File: src/rtl/rxto_pkg.sv
package rxto_pkg;

   localparam int MIN_DATA_BITS   = 5;
   localparam int MAX_FRAME_BITS  = 12;
   localparam int FRAME_BITS_W    = 4;

   typedef logic [FRAME_BITS_W-1:0] frame_bits_t;

   function automatic frame_bits_t frame_bits(input logic [1:0] wlen,
                                              input logic       par,
                                              input logic       stop2);
      frame_bits_t b;
      b = frame_bits_t'(1)                          // start
        + frame_bits_t'(MIN_DATA_BITS) + frame_bits_t'(wlen)
        + frame_bits_t'(par)
        + frame_bits_t'(1) + frame_bits_t'(stop2);
      return b;
   endfunction

endpackage

File: src/rtl/rxto_frame_len.sv
module rxto_frame_len
   import rxto_pkg::*;
#(
   parameter int TICKS_PER_BIT = 16,
   parameter int CHAR_TIMES    = 4,
   parameter int CNT_W         = 10
) (
   input  logic [1:0]       cfg_wlen,
   input  logic             cfg_parity,
   input  logic             cfg_stop2,
   output logic [CNT_W-1:0] limit
);

   localparam int PER_BIT   = TICKS_PER_BIT * CHAR_TIMES;
   localparam bit IS_POW2   = (PER_BIT & (PER_BIT - 1)) == 0;
   localparam int SHIFT     = $clog2(PER_BIT);

   frame_bits_t bits;

   always_comb bits = frame_bits(cfg_wlen, cfg_parity, cfg_stop2);

   generate
      if (IS_POW2) begin : g_shift
         always_comb limit = CNT_W'(bits) << SHIFT;
      end else begin : g_mult
         always_comb limit = CNT_W'(bits) * CNT_W'(PER_BIT);
      end
   endgenerate

endmodule

File: src/rtl/rxto_counter.sv
module rxto_counter #(
   parameter int CNT_W = 10
) (
   input  logic             clk,
   input  logic             rst_n,
   input  logic             tick16,
   input  logic             stop_mid,
   input  logic             rhr_rd,
   input  logic             fifo_empty,
   input  logic [CNT_W-1:0] limit,
   output logic             to_flag
);

   logic [CNT_W-1:0] cnt_q;
   logic             flag_q;
   logic             restart;
   logic             clear;
   logic             advance;
   logic             reach;

   always_comb begin
      restart = stop_mid | rhr_rd | fifo_empty;
      clear   = rhr_rd | fifo_empty;
      advance = tick16 & ~flag_q & ~restart;
      reach   = advance & (cnt_q >= (limit - CNT_W'(1)));
   end

   always_ff @(posedge clk or negedge rst_n) begin
      if (!rst_n) begin
         cnt_q  <= '0;
         flag_q <= 1'b0;
      end else begin
         if (restart)
            cnt_q <= '0;
         else if (advance)
            cnt_q <= cnt_q + CNT_W'(1);

         if (clear)
            flag_q <= 1'b0;
         else if (reach)
            flag_q <= 1'b1;
      end
   end

   assign to_flag = flag_q;

endmodule

File: src/rtl/rxto_irq.sv
module rxto_irq (
   input  logic irq_en,
   input  logic rx_trig,
   input  logic to_flag,
   output logic rx_irq
);

   always_comb rx_irq = irq_en & (rx_trig | to_flag);

endmodule

File: src/rtl/rx_timeout_det.sv
module rx_timeout_det
   import rxto_pkg::*;
#(
   parameter int TICKS_PER_BIT = 16,
   parameter int CHAR_TIMES    = 4
) (
   input  logic       clk,
   input  logic       rst_n,
   input  logic       tick16,
   input  logic [1:0] cfg_wlen,
   input  logic       cfg_parity,
   input  logic       cfg_stop2,
   input  logic       stop_mid,
   input  logic       rhr_rd,
   input  logic       fifo_empty,
   input  logic       rx_trig,
   input  logic       irq_en,
   output logic       to_flag,
   output logic       rx_irq
);

   localparam int MAX_LIMIT = MAX_FRAME_BITS * TICKS_PER_BIT * CHAR_TIMES;
   localparam int CNT_W     = $clog2(MAX_LIMIT + 1);

   initial begin
      if (TICKS_PER_BIT < 1) $fatal(1, "TICKS_PER_BIT must be at least 1");
      if (CHAR_TIMES < 1)    $fatal(1, "CHAR_TIMES must be at least 1");
   end

   logic [CNT_W-1:0] limit;
   logic             flag;

   rxto_frame_len #(
      .TICKS_PER_BIT (TICKS_PER_BIT),
      .CHAR_TIMES    (CHAR_TIMES),
      .CNT_W         (CNT_W)
   ) u_len (
      .cfg_wlen   (cfg_wlen),
      .cfg_parity (cfg_parity),
      .cfg_stop2  (cfg_stop2),
      .limit      (limit)
   );

   rxto_counter #(
      .CNT_W (CNT_W)
   ) u_cnt (
      .clk        (clk),
      .rst_n      (rst_n),
      .tick16     (tick16),
      .stop_mid   (stop_mid),
      .rhr_rd     (rhr_rd),
      .fifo_empty (fifo_empty),
      .limit      (limit),
      .to_flag    (flag)
   );

   rxto_irq u_irq (
      .irq_en  (irq_en),
      .rx_trig (rx_trig),
      .to_flag (flag),
      .rx_irq  (rx_irq)
   );

   assign to_flag = flag;

endmodule

File: config.mk
export PLATFORM = sky130hd
export DESIGN_NAME = rx_timeout_det
export DESIGN_NICKNAME = d
export VERILOG_FILES = /design/src/rtl/rxto_pkg.sv /design/src/rtl/rxto_frame_len.sv /design/src/rtl/rxto_counter.sv /design/src/rtl/rxto_irq.sv /design/src/rtl/rx_timeout_det.sv
export SDC_FILE = /design/constraint.sdc
export NUM_CORES = 1
export LEC_CHECK = 0
export BUFFER_PORTS_ARGS = -buffer_cell sky130_fd_sc_hd__buf_2
export CELL_PAD_IN_SITES_DETAIL_PLACEMENT = 1
export CELL_PAD_IN_SITES_GLOBAL_PLACEMENT = 1
export CORE_UTILIZATION = 44
export CTS_CLUSTER_DIAMETER = 200
export DETAILED_ROUTE_END_ITERATION = 12
export GPL_TIMING_DRIVEN = 0
export PLACE_DENSITY_LB_ADDON = 0.3
export SLEW_MARGIN = 20
export SYNTH_ARGS = -nofsm -noshare
export SYNTH_HDL_FRONTEND = slang
export SYNTH_SLANG_ARGS = --single-unit
File: constraint.sdc
create_clock -name clk -period 3.8 [get_ports clk]
set_input_delay 0 -clock clk [delete_from_list [all_inputs] [get_ports clk]]
set_output_delay 0 -clock clk [all_outputs]
set_load 0.03 [all_outputs]
Word level (Yosys, flattened, before mapping) --
Index checks and enable logic that the tools add are counted.
Word-level totals: bits in registers 11, input bits 12, output and inout bits 2, word-level logic and storage cells 25
Operators by class: add/sub/neg operators 6, order comparisons 1, multiplexer cells 4, bitwise logic cells 10, reductions and logical operators 2
Operators with widths (number):
- 10-bit 2-to-1 mux | 2
- 10-bit by 1-bit adder with 10-bit output, second input constant | 1
- 10-bit greater-or-equal comparator | 1
- 10-bit by 1-bit subtractor with 10-bit output, second input constant | 1
- 4-bit by 1-bit adder with 4-bit output | 2
- 3-bit by 2-bit adder with 4-bit output, first input constant | 1
- 4-bit by 1-bit adder with 4-bit output, second input constant | 1
- 1-bit AND | 4
- 1-bit OR | 4
- 2-bit nonzero test | 2
- 1-bit 2-to-1 mux | 2
- 1-bit inverter | 2

Depth between registers and ports, before layout --
Gate-level depths: netlist (run 1).
depth after elaboration 9, mapped depth 13, gate-level depth less buffers 13

Cells and area by module --
From an unflattened synthesis (run 1), not the netlist that was laid out.
Second synthesis, totals: cell total of the unflattened synthesis 121, area total of the unflattened synthesis 1058.5 µm²
Modules (own cells, without submodules):
- rxto_counter | times used 1, cells each 101, area an instance 894.6 µm²
- rxto_frame_len | times used 1, cells each 19, area an instance 156.4 µm²
- rxto_irq | times used 1, cells each 1, area an instance 7.5 µm²

Worst setup path after synthesis (run 1) --
Ideal clock, no wire load.
kind input-to-reg, start input cfg_wlen[0], end register u_cnt.flag_q (netlist: u_cnt.to_flag), data arrival time 2.237 ns, data required time 3.677 ns, setup slack 1.441 ns, cell stages on the path 13, path buffers 0, path through inv_1 ha_1 inv_1 ha_1 inv_1 fa_1 xor2_1 nor3b_1 xnor2_1 ha_1 a211oi_1 o21ai_0 o221a_2
On the way: longest elaborated chain between the ends 8
RTL lines:
- start: declaration | RTL line rx_timeout_det.sv:10 | input logic [1:0] cfg_wlen,
- 3-bit by 2-bit adder with 4-bit output | RTL line rxto_pkg.sv:14 | + frame_bits_t'(MIN_DATA_BITS) + frame_bits_t'(wlen)
- 4-bit by 1-bit adder with 4-bit output | RTL line rxto_pkg.sv:15 | + frame_bits_t'(par)
- 4-bit by 1-bit adder with 4-bit output (2 in series) | RTL line rxto_pkg.sv:16 | + frame_bits_t'(1) + frame_bits_t'(stop2);
- 10-bit by 1-bit subtractor with 10-bit output | RTL line rxto_counter.sv:25 | reach = advance & (cnt_q >= (limit - CNT_W'(1)));
- 10-bit greater-or-equal comparator | RTL line rxto_counter.sv:25
- 1-bit AND | RTL line rxto_counter.sv:25
- 2-bit nonzero test (no line)
- end signal: assignment | RTL line rxto_counter.sv:31 | flag_q <= 1'b0;
- end signal: assignment | RTL line rxto_counter.sv:39 | flag_q <= 1'b0;
- end signal: assignment | RTL line rxto_counter.sv:41 | flag_q <= 1'b1;
- end: declaration | RTL line rxto_counter.sv:15 | logic flag_q;
No other way between the ends. A chain may end at the register's enable or synchronous reset.

Worst setup path after layout (run 1) --
Ends and elaborated chain as after synthesis.

==> results of run 1 <==
==> layout by cell type, fill, tap and decap left out, drive strengths merged <==
cell / synthesis / routed
nor4: 1 / 1
o221a: 1 / 1
nor2b: 1 / 1
dlygate4sd3: 0 / 2
or4: 3 / 3
nor3b: 1 / 1
nand3b: 1 / 1
nand4: 1 / 1
clkbuf: 0 / 4
a211oi: 1 / 1
a21oi: 7 / 7
xnor2: 4 / 4
xor2: 1 / 1
dfrtp: 11 / 11
o21a: 1 / 1
buf: 1 / 14
fa: 1 / 1
mux2i: 2 / 2
o21ai: 4 / 4
and2b: 1 / 1
nand4b: 1 / 1
o31ai: 3 / 3
inv: 9 / 9
nand2: 6 / 6
or3: 4 / 4
nor3: 2 / 2
nand3: 1 / 1
nand2b: 1 / 1
ha: 9 / 9
nor2: 4 / 4
==> final cells by class <==
class / count / area [um2]
repair buffers: 15 / 85.08
inverters: 9 / 33.78
flip-flops and latches: 11 / 275.3
well taps: 25 / 31.28
fillers: 217 / 769.5
multi-input cells: 62 / 494.2
clock buffers: 4 / 26.28
plain buffers: 1 / 11.26
==> metrics by stage <==
| stage | hold slack [ns] | utilization |
|---|---|---|
| after floorplan | -0.2956 | - |
| after global placement | -0.1139 | 0.5275 |
| after detailed placement | -0.1192 | 0.5275 |
| after CTS | 0.002881 | 0.5543 |
| after global routing | 0.01728 | 0.5543 |
| final | 0.01355 | 0.5543 |
==> power by group <==
part / internal (mW) / switching, mW
logic: 0.0233 / 0.0263
clock network: 0.0407 / 0.0409
registers: 0.117 / 0.000538
total: 0.181 / 0.0678
==> worst min-delay path by stage <==
stage / from / to / cells after the start
after global placement: rst_n / u_cnt.cnt_q[5]$_DFFE_PN0P_ / 1
after floorplan: rst_n / u_cnt.cnt_q[0]$_DFFE_PN0P_ / 0
after global routing: rhr_rd / u_cnt.to_flag$_DFFE_PN0P_ / 3
after CTS: rhr_rd / u_cnt.to_flag$_DFFE_PN0P_ / 3
after detailed placement: rst_n / u_cnt.cnt_q[5]$_DFFE_PN0P_ / 1
final: rhr_rd / u_cnt.to_flag$_DFFE_PN0P_ / 3
==> cells by family (layout without fill, tap and decap cells) <==
family	count (synthesis)	in the layout
compound gates	17	17
xor+xnor	5	5
fa+ha+maj	10	10
buf+inv	10	29
flops	11	11
mux	2	2
simple gates	28	28
==> critical path: cells and delay by family <==
family,cells,cell delay (ns)
AO/OA/AOI/OAI,3,0.64
XOR/XNOR,2,0.35
adder cells (fa/ha/maj),4,1.04
buffers and inverters,4,0.22
AND/OR/NAND/NOR,1,0.26
==> state kept, by name, summed over array words and instances (netlist names) <==
signal and count:
u_cnt.cnt_q 10, u_cnt.to_flag 1
==> per-layer routing <==
metal / wire length (um) / part of all wire / vias to the layer above / GRT usage
li1: - / - / 335 / -
met1: 763 / 0.44 / 315 / 0.2177
met2: 918 / 0.52 / 15 / 0.3565
met3: 48 / 0.027 / 2 / 0.06000
met4: 18 / 0.010 / 0 / 0.09697
met5: 0 / 0 / - / 0
==> summary.md, run 1 <==
| Metric | Value |
|---|---|
| Fin crit share | 0.6148 |
| Routed vias/inst | 5.252 |
| Core Area | 1727 um2 |
| CP Capture Type | flip-flop |
| Commonest cells in the netlist | dfrtp_1 (11), ha_1 (9), inv_1 (9), a21oi_1 (7), nand2_1 (6) |
| Initial Util | 0.4717 |
| Prevailing post-synth register cell | dfrtp_1 |
| GRT overflow | 0 |
| Max cap viols | 0 |
| Final slew viol count | 0 |
| Ratio of cells with drive above 1 in the final layout | 0.2353 |
| Crit path to | u_cnt.to_flag$_DFFE_PN0P_ |
| Synth-to-layout area growth | 17.51% |
| Highest clock rate | around 430 MHz |
| Reg2reg setup slack | roughly 2.3 ns |
| Power per Cell Area | 260.1 nW/um2 |
| Num CTS Buffers | 3 |
| DP Area | 910.9 um2 |
| Htree depth | 1 |
| RSZ-0062 raised after global routing | no |
| Post-synth EDFFs | 0 |
| Final hold violations | 0 |
| Rel. slew slack | 0.7633 |
| Synth Area in Compound Gates | 0.1275 |
| Antenna violations before repair | 0 |
| TritonRoute pass-1 iters | 2 |
| Row count | 15 |
| # Post-CTS Setup Buffers | 0 |
| Cell Chain, Critical Path | buf_2 > inv_1 > ha_1 > inv_1 > ha_1 > inv_1 > fa_1 > xor2_1 > nor3b_1 > xnor2_1 > ha_1 > a211oi_1 > o21ai_0 > o221a_2 |
| Routability cong. | 0.6519 |
| Antenna Cells | 0 |
| Synthesized-area fraction occupied by adder cells | 0.1628 |
| CTS Sinks | 11 |
| Global-route wire length before repair | 2787 um |
| Data required, critical path | between 3 and 4 ns |
| Clk_lat worst skew | 0.27 ns |
| Cell with the most instances after synthesis | dfrtp_1 |
| # resized after CTS | 0 |
| Simple-Gate Fraction of Synth Area | 0.2381 |
| Vias in the first global route | 647 |
| XOR/XNOR Fraction of Synth Area | 0.05376 |
| Max Root-Sink Buffers | 2 |
| Worst slew pin tran | between 0.3 and 0.4 ns |
| Register area share after synthesis | 0.3379 |
| CTS tree | yes |
| Synth cell types | 29 |
| Fraction of registers with async set/reset | 1.000 |
| Outcome | finished, final reports clean |
| CTS clk-pin slew, worst paths | roughly 0.070 ns |
| Vias | 667 |
| Antenna viol nets, final | 0 |
| Critical path peak fanout | 2 |
| R2r startpoint | u_cnt.cnt_q[0]$_DFFE_PN0P_ |
| Yosys warning total | 0 |
| Final setup violation count | 0 |
| CP max stage cell | fa_1 |
| Critical Path Start | cfg_wlen[0] |
| Wire per inst | 13.78 um |
| Cell Area, Synth | just over 800 um2 |
| R2R Path End | u_cnt.cnt_q[8]$_DFFE_PN0P_ |
| Initial drt markers | 6 |
| Final setup margin | 1.464 ns |
| Post-Syn Instances | 83 |
| Residual DRC count | 0 |
| CTS Hold Bufs | 2 |
| Yosys top cell area share | 0.3379 |
| Placed Cells | about 120 |
| Cell taking the most area after synthesis | dfrtp_1 |
| Post-synthesis mux area share | 0.02458 |
| Total track usage | 0.2017 |
| Synth Area per Inst | between 9 and 10 um2 |
| Post-route cell area | between 900 and 1000 um2 |
| Crit path time final | 2.336 ns |
| Arrival @ worst endpoint | 2.50 ns |
| Synthesized Nets | about 110 |
| Crit path launch type | input pin |
| Synth Register Bits | 11 |
| DPL Wire Length | 1368 um |
| Final Skew | 0.003353 ns |
| Die height | 45.03 um |
| Die ar. | roughly 2000 um2 |
| Main combinational cell family by area after synthesis | simple AND/OR/NAND/NOR gates |
| WL final | 1750 um |
| Setup CP Type | in2reg |
| Max rail drop VDD | between 0.15 and 0.2 mV |
| Non-Filler Instances | 127 |
| Fin Setup TNS | 0 ns |
| Pre-CTS setup slack | between 1 and 1.5 ns |
| Overall Power | 0.2490 mW |
| Largest net degree at the start of global routing | 12 |
| Root Driver | clkbuf_4 |
| Slowest stage delay, CP | 0.37 ns |
| FF-to-FF path depth | 4 |
| Die Wd | roughly 45 um |
| Leak Pwr | 0.4841 nW |
| Boundary Pins | 14 |
| Nets | roughly 130 |
| I/O Buffers | 13 |
| Hold crit path type | in2reg |
| Synth top area cells | dfrtp_1 (34%), ha_1 (14%), a21oi_1 (4.3%) |
(Power assumes the default switching activity.)
==> run 2, diff against run 1 <==
- ABC_AREA: not set -> 1
- CORE_UTILIZATION: 44 -> 35
- clock period: 3.8 -> 2.1 ns (I/O delays scaled with it)
==> summary.md, run 2 <==
| Metric | Value |
|---|---|
| Fraction of registers with async set/reset | 1.000 (unchanged) |
| CTS clk-pin slew, worst paths | 0.07 ns (about the same) |
| Die Wd | 50.98 um (was 45.03 um) |
| Routed vias/inst | 4.762 (was 5.252) |
| Synth-to-layout area growth | 27.12% (was 17.51%) |
| DPL Wire Length | 1398 um (was 1368 um) |
| Yosys warning total | 0 (unchanged) |
| Main combinational cell family by area after synthesis | simple AND/OR/NAND/NOR gates (unchanged) |
| Yosys top cell area share | 0.3279 (was 0.3379) |
| Final hold violations | 0 (unchanged) |
| Synth cell types | 21 (was 29) |
| Vias in the first global route | 825 (was 647) |
| Hold crit path type | in2reg (unchanged) |
| Clk_lat worst skew | 0.27 ns (about the same) |
| Commonest cells in the netlist | nand2_1 (30), inv_1 (17), nor2_1 (16), dfrtp_1 (11), ha_1 (9) (was dfrtp_1 (11), ha_1 (9), inv_1 (9), a21oi_1 (7), nand2_1 (6)) |
| Boundary Pins | 14 (unchanged) |
| Power per Cell Area | 478.3 nW/um2 (was 260.1 nW/um2) |
| Post-Syn Instances | 114 (was 83) |
| WHS Path Cells | 4 (was 3) |
| Total track usage | 0.1666 (was 0.2017) |
| GRT overflow | 0 (unchanged) |
| Die ar. | 2598 um2 (was 2027 um2) |
| Leak Pwr | 0.5140 nW (was 0.4841 nW) |
| Arrival @ worst endpoint | 2.15 ns (was 2.50 ns) |
| TritonRoute pass-1 iters | 3 (was 2) |
| Simple-Gate Fraction of Synth Area | 0.3308 (was 0.2381) |
| Vias | 781 (was 667) |
| Highest clock rate | roughly 500 MHz |
| Global-route wire length before repair | 3229 um (was 2787 um) |
| Worst slew pin tran | 0.2683 ns (was 0.3517 ns) |
| XOR/XNOR Fraction of Synth Area | 0.03130 (was 0.05376) |
| Synth Area in Compound Gates | 0.06259 (was 0.1275) |
| Final Skew | 0.001851 ns (was 0.003353 ns) |
| CTS Sinks | 11 (unchanged) |
| WL final | 1900 um (was 1750 um) |
| Synth top area cells | dfrtp_1 (33%), ha_1 (13%), nand2_1 (13%) (was dfrtp_1 (34%), ha_1 (14%), a21oi_1 (4.3%)) |
| Setup CP Type | in2reg (unchanged) |
| Commonest non-fill, non-tap cell in the layout | nand2_1 (was buf_2) |
| Max rail drop VDD | 0.2731 mV (was 0.1945 mV) |
| Largest net degree at the start of global routing | 12 (unchanged) |
| Antenna viol nets, final | 0 (unchanged) |
| Register area share after synthesis | 0.3279 (was 0.3379) |
| Antenna Cells | 0 (unchanged) |
| Final Util | 0.4779 (was 0.5543) |
| Crit path launch type | input pin (unchanged) |
| CTS tree | yes (unchanged) |
| Cell with the most instances after synthesis | nand2_1 (was dfrtp_1) |
| Antenna violations before repair | 0 (unchanged) |
| Highest-count cells in the layout ignoring fill and taps | nand2_1 (29), nor2_1 (16), inv_1 (13) (was buf_2 (13), dfrtp_1 (11), inv_1 (9), ha_1 (9), a21oi_1 (7)) |
| Rel. slew slack | 0.8200 (was 0.7633) |
| Biggest register | u_cnt.cnt_q (unchanged) |
| Ratio of cells with drive above 1 in the final layout | 0.2868 (was 0.2353) |
| Outcome | finished, final reports clean (unchanged) |
| Fin crit share | 0.9426 |
| Synth Register Bits | 11 (unchanged) |
| Num CTS Buffers | 3 (unchanged) |
| Final slew viol count | 0 (unchanged) |
| Data required, critical path | 2.27 ns (was 3.96 ns) |
| Synthesized Nets | 136 (was 105) |
| Residual DRC count | 0 (unchanged) |
| Htree depth | 1 (unchanged) |
| Row count | 17 (was 15) |
| Prevailing post-synth register cell | dfrtp_1 (unchanged) |
| Synthesized-area fraction occupied by adder cells | 0.1580 (was 0.1628) |
| Synth Area per Inst | 7.365 um2 (was 9.814 um2) |
| WHS | 0.08183 ns (was 0.01355 ns) |
| R2r startpoint | u_cnt.cnt_q[7]$_DFFE_PN0P_ (was u_cnt.cnt_q[0]$_DFFE_PN0P_) |
| Initial drt markers | 1 (was 6) |
| Largest register FFs | 10 (unchanged) |
| Die height | 50.98 um (was 45.03 um) |
| Crit path time final | 1.979 ns |
| Cell taking the most area after synthesis | dfrtp_1 (unchanged) |
| Hold Startpoint | tick16 (was rhr_rd) |
| Post-synthesis mux area share | 0 (was 0.02458) |
| I/O Buffers | 13 (unchanged) |
| CP Capture Type | flip-flop (unchanged) |
| Max cap viols | 0 (unchanged) |
| Initial Util | 0.3759 (was 0.4717) |
| Wire per inst | 11.59 um (was 13.78 um) |
| Root Driver | clkbuf_4 (unchanged) |
| R2R Path End | u_cnt.to_flag$_DFFE_PN0P_ (was u_cnt.cnt_q[8]$_DFFE_PN0P_) |
| Final setup violation count | 0 (unchanged) |
| Routability cong. | 0.6869 (was 0.6519) |
| Cell Area, Synth | 839.6 um2 (was 814.5 um2) |
| Critical path peak fanout | 2 (unchanged) |
| Core Area | 2233 um2 (was 1727 um2) |
| Worst hold endpoint | u_cnt.cnt_q[0]$_DFFE_PN0P_ (was u_cnt.to_flag$_DFFE_PN0P_) |
| FF-to-FF path depth | 6 (was 4) |
| Post-synth EDFFs | 0 (unchanged) |
| Max Root-Sink Buffers | 2 (unchanged) |
| Reg2reg setup slack | 0.83 ns (was 2.27 ns) |
| Nets | 159 (was 125) |
run 2: cell count changes after synthesis, sizes merged, moves of 2 or more:
cell,previous run,this run
nand3,1,7
inv,9,19
o31ai,3,0
mux2i,2,0
or3,4,0
nor2,4,20
xnor2,4,1
or4,3,0
nand2,6,31
nor3,2,0
run 2: cell type report:
| class | count | area [um2] |
|---|---|---|
| timing repair buffer | 18 | 116.4 |
| sequential | 11 | 275.3 |
| multi-input combinational | 83 | 534.3 |
| fill | 284 | 1166 |
| inverter | 20 | 80.08 |
| tap | 28 | 35.03 |
| clock buffer | 4 | 26.28 |
run 2: power breakdown:
part	internal (mW)	leakage, nW	total, mW	switching [mW]
Clock	0.0735	0.0150	0.149	0.0757
Combinational	0.0631	0.346	0.130	0.0672
Sequential	0.221	0.153	0.231	0.00951
Total	0.358	0.514	0.510	0.152
run 2: what timing repair did:
item | CTS | global route
hold buffers | 3 | 0
setup buffers | 0 | 2
endpoints found under the hold margin | 12 | 0
gates resized for setup | 0 | 15
setup endpoints to repair | 0 | 1
run 2: how the worst max path moves through the flow:
stage                startpoint                   endpoint  slack (ns)
floorplan           cfg_wlen[0]  u_cnt.to_flag$_DFFE_PN0P_       0.005
global placement    cfg_wlen[0]  u_cnt.to_flag$_DFFE_PN0P_       -0.19
detailed placement  cfg_wlen[0]  u_cnt.to_flag$_DFFE_PN0P_       -0.26
CTS                 cfg_wlen[0]  u_cnt.to_flag$_DFFE_PN0P_        0.03
global route        cfg_wlen[0]  u_cnt.to_flag$_DFFE_PN0P_       -0.04
finish              cfg_wlen[0]  u_cnt.to_flag$_DFFE_PN0P_        0.12
run 2: stage by stage:
step                      setup WS [ns]  total power, mW  setup TNS (ns)  area, um2  cells
after floorplan                0.004804           0.3012               0      839.6    114
after global placement          -0.1892           0.3291         -0.1892      939.7    155
after detailed placement        -0.2557           0.3346         -0.2557      939.7    155
after CTS                       0.03280           0.4911               0      996.0    162
after global routing           -0.03876           0.5451        -0.03876       1067    164
final                            0.1206           0.5104               0       1067    164
run 2: worst max-delay path, cell delays in order:
cell and delay, ns:
buf_2 0.10, inv_2 0.05, ha_4 0.19, inv_4 0.05
ha_4 0.14, inv_4 0.04, fa_2 0.40, xnor2_2 0.16
nand3_1 0.11, xor2_1 0.17, ha_1 0.33, nand2_2 0.09
a21oi_2 0.03, nand3b_1 0.15, nand2_1 0.07, nand2_1 0.05
run 2: kinds of logic (layout without fill, tap and decap cells):
logic type | count (synthesis) | count (layout)
AND/OR/NAND/NOR | 60 | 60
buffers and inverters | 20 | 42
flip-flops | 11 | 11
adder cells (fa/ha/maj) | 10 | 10
AO/OA/AOI/OAI | 10 | 10
XOR/XNOR | 3 | 3
run 2: layer usage:
layer	GRT usage	vias up	routed length (um)
met5	0	-	0
met1	0.1978	370	839
met3	0.05357	2	61
met4	0.02778	0	9
met2	0.2939	13	989
li1	-	396	-
==> run 3, diff against run 2 <==
- CORE_UTILIZATION: 35 -> 37
- GPL_TIMING_DRIVEN: 0 -> not set
- SYNTH_HIERARCHICAL: not set -> 1
==> summary.md, run 3 <==
| Metric | Value |
|---|---|
| Antenna violations before repair | 0 (unchanged) |
| Clk_lat worst skew | 0.26 ns (was 0.27 ns) |
| I/O Buffers | 13 (unchanged) |
| Flop pwr share | 0.434 (was 0.452) |
| Arrival @ worst endpoint | 2.17 ns (was 2.15 ns) |
| Commonest non-fill, non-tap cell in the layout | nand2_1 (unchanged) |
| Die ar. | 3513 um2 (was 2598 um2) |
| Crit path time final | 2.011 ns (was 1.979 ns) |
| Ratio of cells with drive above 1 in the final layout | 0.2487 (was 0.2868) |
| Critical path peak fanout | 2 (unchanged) |
| Cell with the most instances after synthesis | nand2_1 (unchanged) |
| Boundary Pins | 14 (unchanged) |
| Clock share of power | 0.288 (was 0.292) |
| Nets | 223 (was 159) |
| Fin Setup TNS | 0 ns (unchanged) |
| CTS Sinks | 11 (unchanged) |
| Num CTS Buffers | 3 (unchanged) |
| Antenna viol nets, final | 0 (unchanged) |
| Final slew viol count | 0 (unchanged) |
| Synth Register Bits | 11 (unchanged) |
| DPL Wire Length | 2222 um (was 1398 um) |
| Global-route wire length before repair | 4547 um (was 3229 um) |
| Initial drt markers | 16 (was 1) |
| TritonRoute pass-1 iters | 4 (was 3) |
| Register area share after synthesis | 0.2268 (was 0.3279) |
| Vias | 1,092 (was 781) |
| GRT overflow | 0 (unchanged) |
| Highest clock rate | 497.3 MHz (was 505.2 MHz) |
| Yosys top cell area share | 0.2268 (was 0.3279) |
| Die Wd | 59.27 um (was 50.98 um) |
| Net switching power | 0.1450 mW (was 0.1524 mW) |
| Final hold violations | 0 (unchanged) |
| Hold crit path type | in2reg (unchanged) |
| Overall Power | 0.4905 mW (was 0.5104 mW) |
| Setup CP Type | in2reg (unchanged) |
| Post-synth EDFFs | 0 (unchanged) |
| Part of the power in combinational logic | 0.278 (was 0.255) |
| Antenna Cells | 0 (unchanged) |
| Crit path launch type | input pin (unchanged) |
| Max Root-Sink Buffers | 2 (unchanged) |
| Fraction of registers with async set/reset | 1.000 (unchanged) |
| Pre-CTS setup slack | -0.3085 ns (was -0.2557 ns) |
| Row count | 20 (was 17) |
| Post-Syn Instances | 174 (was 114) |
| Residual DRC count | 0 (unchanged) |
| Commonest cells in the netlist | nand2_1 (47), inv_1 (24), ha_1 (16), nor2_1 (16), dfrtp_1 (11) (was nand2_1 (30), inv_1 (17), nor2_1 (16), dfrtp_1 (11), ha_1 (9)) |
| RSZ-0062 raised after global routing | yes |
| Prevailing post-synth register cell | dfrtp_1 (unchanged) |
| Highest-count cells in the layout ignoring fill and taps | nand2_1 (47), inv_1 (21), nor2_1 (15) (was nand2_1 (29), nor2_1 (16), inv_1 (13)) |
| Wire per inst | 10.89 um (was 11.59 um) |
| Synth-to-layout area growth | 15.15% (was 27.12%) |
| Outcome | finished, final reports clean (unchanged) |
| Die height | 59.27 um (was 50.98 um) |
| Switching share of power | 0.2955 (was 0.2986) |
| WL final | 2582 um (was 1900 um) |
| Reg2reg setup slack | 0.77 ns (was 0.83 ns) |
| Final Skew | 0.002783 ns (was 0.001851 ns) |
| Largest net degree at the start of global routing | 12 (unchanged) |
| Largest register FFs | 10 (unchanged) |
| Synth top area cells | dfrtp_1 (23%), ha_1 (16%), nand2_1 (15%) (was dfrtp_1 (33%), ha_1 (13%), nand2_1 (13%)) |
| Final setup violation count | 0 (unchanged) |
| Power per Cell Area | 351.0 nW/um2 (was 478.3 nW/um2) |
| Leak Pwr | 0.7553 nW (was 0.5140 nW) |
| CTS clk-pin slew, worst paths | 0.07 ns (about the same) |
| Data required, critical path | 2.26 ns (was 2.27 ns) |
| Routed vias/inst | 4.608 (was 4.762) |
| Vias in the first global route | 1,145 (was 825) |
| Core Area | 3078 um2 (was 2233 um2) |
| Internal Power | 0.3456 mW (was 0.3580 mW) |
| Final setup margin | 0.08911 ns (was 0.1206 ns) |
| Root Driver | clkbuf_4 (unchanged) |
| CTS tree | yes (unchanged) |
| Max cap viols | 0 (unchanged) |
| # Post-CTS Setup Buffers | 0 (unchanged) |
| Biggest register | u_cnt/cnt_q (was u_cnt.cnt_q) |
| Htree depth | 1 (unchanged) |
| Cell taking the most area after synthesis | dfrtp_1 (unchanged) |
| Initial Util | 0.3943 (was 0.3759) |
| CP Capture Type | flip-flop (unchanged) |
| Synth Area per Inst | 6.975 um2 (was 7.365 um2) |
| Total track usage | 0.1713 (was 0.1666) |
| Synth cell types | 30 (was 21) |
| Fin crit share | 0.9576 (was 0.9426) |
| Max rail drop VDD | 0.1269 mV (was 0.2731 mV) |
| Yosys warning total | 6 (was 0) |
| Cell Area, Synth | 1214 um2 (was 839.6 um2) |
| Routability cong. | 0.6875 (was 0.6869) |
==> run 3: cell types whose count changed after synthesis, moves of 2 or more <==
cell     change
inv_1        +7
nor2_2       +3
nor2_4       -2
xnor2_1      +3
buf_4        +6
o21ai_1      +4
ha_1         +7
a21oi_1      -2
inv_2        +4
nand2_1     +17
nand2_2      +4
==> run 3: power by group through the flow <==
| stage | Clock, mW | Sequential (mW) | Combinational (mW) |
|---|---|---|---|
| after global routing | 0.160 | 0.213 | 0.159 |
| after CTS | 0.148 | 0.213 | 0.131 |
| after detailed placement | 0 | 0.217 | 0.129 |
| final | 0.141 | 0.213 | 0.136 |
| after floorplan | 0 | 0.217 | 0.0978 |
| after global placement | 0 | 0.217 | 0.123 |
==> run 3: metal layers <==
| layer | track usage | vias up | routed length (um) |
|---|---|---|---|
| met5 | 0 | - | 0 |
| met4 | 0.07143 | 0 | 27 |
| met2 | 0.3371 | 14 | 1437 |
| met3 | 0.01310 | 2 | 50 |
| li1 | - | 558 | - |
| met1 | 0.1839 | 518 | 1067 |
==> run 3: what timing repair did <==
action                     CTS  global route
hold buffers                 1             0
hold endpoints to repair    11             0
cloned                       0             0
setup endpoints to repair    1             1
gates resized for setup      1             2
pin swaps                    3             0
==> run 3: final cells by class <==
type | instances | area, um2
clock buffer | 4 | 26.28
fill | 421 | 1680
inverter | 31 | 118.9
multi-input combinational | 131 | 825.8
sequential | 11 | 275.3
tap | 44 | 55.05
timing repair buffer | 16 | 96.34
==> run 3: final timing paths <==
path                       cells past startpoint                         end                  startpoint
setup / recovery                              17   u_cnt/to_flag$_DFFE_PN0P_                 cfg_wlen[0]
hold / removal                                 4  u_cnt/cnt_q[9]$_DFFE_PN0P_                    stop_mid
setup reg to reg                              10   u_cnt/to_flag$_DFFE_PN0P_  u_cnt/cnt_q[0]$_DFFE_PN0P_
hold reg to reg                                3  u_cnt/cnt_q[9]$_DFFE_PN0P_  u_cnt/cnt_q[9]$_DFFE_PN0P_
max in group asynchronous                      2  u_cnt/cnt_q[3]$_DFFE_PN0P_                       rst_n
min in group asynchronous                      2  u_cnt/cnt_q[5]$_DFFE_PN0P_                       rst_n
==> run 3: cell families (layout without fill, tap and decap cells) <==
kind of cell               count (synthesis)  in the layout  share of synthesized area
AOI/OAI and AO/OA                         14             14                    0.06907
other                                      1              6                   0.003090
xor gates and xnor gates                   7              7                    0.05052
and+or+nand+nor                           87             87                     0.3361
buffers and inverters                     37             51                     0.1330
DFF                                       11             11                     0.2268
adders and majority gates                 17             17                     0.1814
==> run 3: metrics by stage <==
step	hold WS, ns	cells	instance area (um2)	utilization
floorplan	-0.2956	179	1252	-
global placement	-0.1149	232	1343	0.4362
detailed placement	-0.1129	232	1343	0.4362
CTS	0.06462	237	1381	0.4488
global route	0.08405	237	1398	0.4541
finish	0.06596	237	1398	0.4541
==> run 3: worst max-delay path: stages <==
cell,delay (ns)
buf_2,0.09
inv_2,0.04
ha_4,0.25
inv_2,0.04
ha_4,0.15
fa_2,0.34
nand2_1,0.07
nand2_1,0.06
nor2_1,0.10
nand4_1,0.10
xor2_1,0.18
ha_1,0.29
a21o_1,0.17
nor2_2,0.11
nand3_1,0.08
nand2_1,0.07
nand2_1,0.05
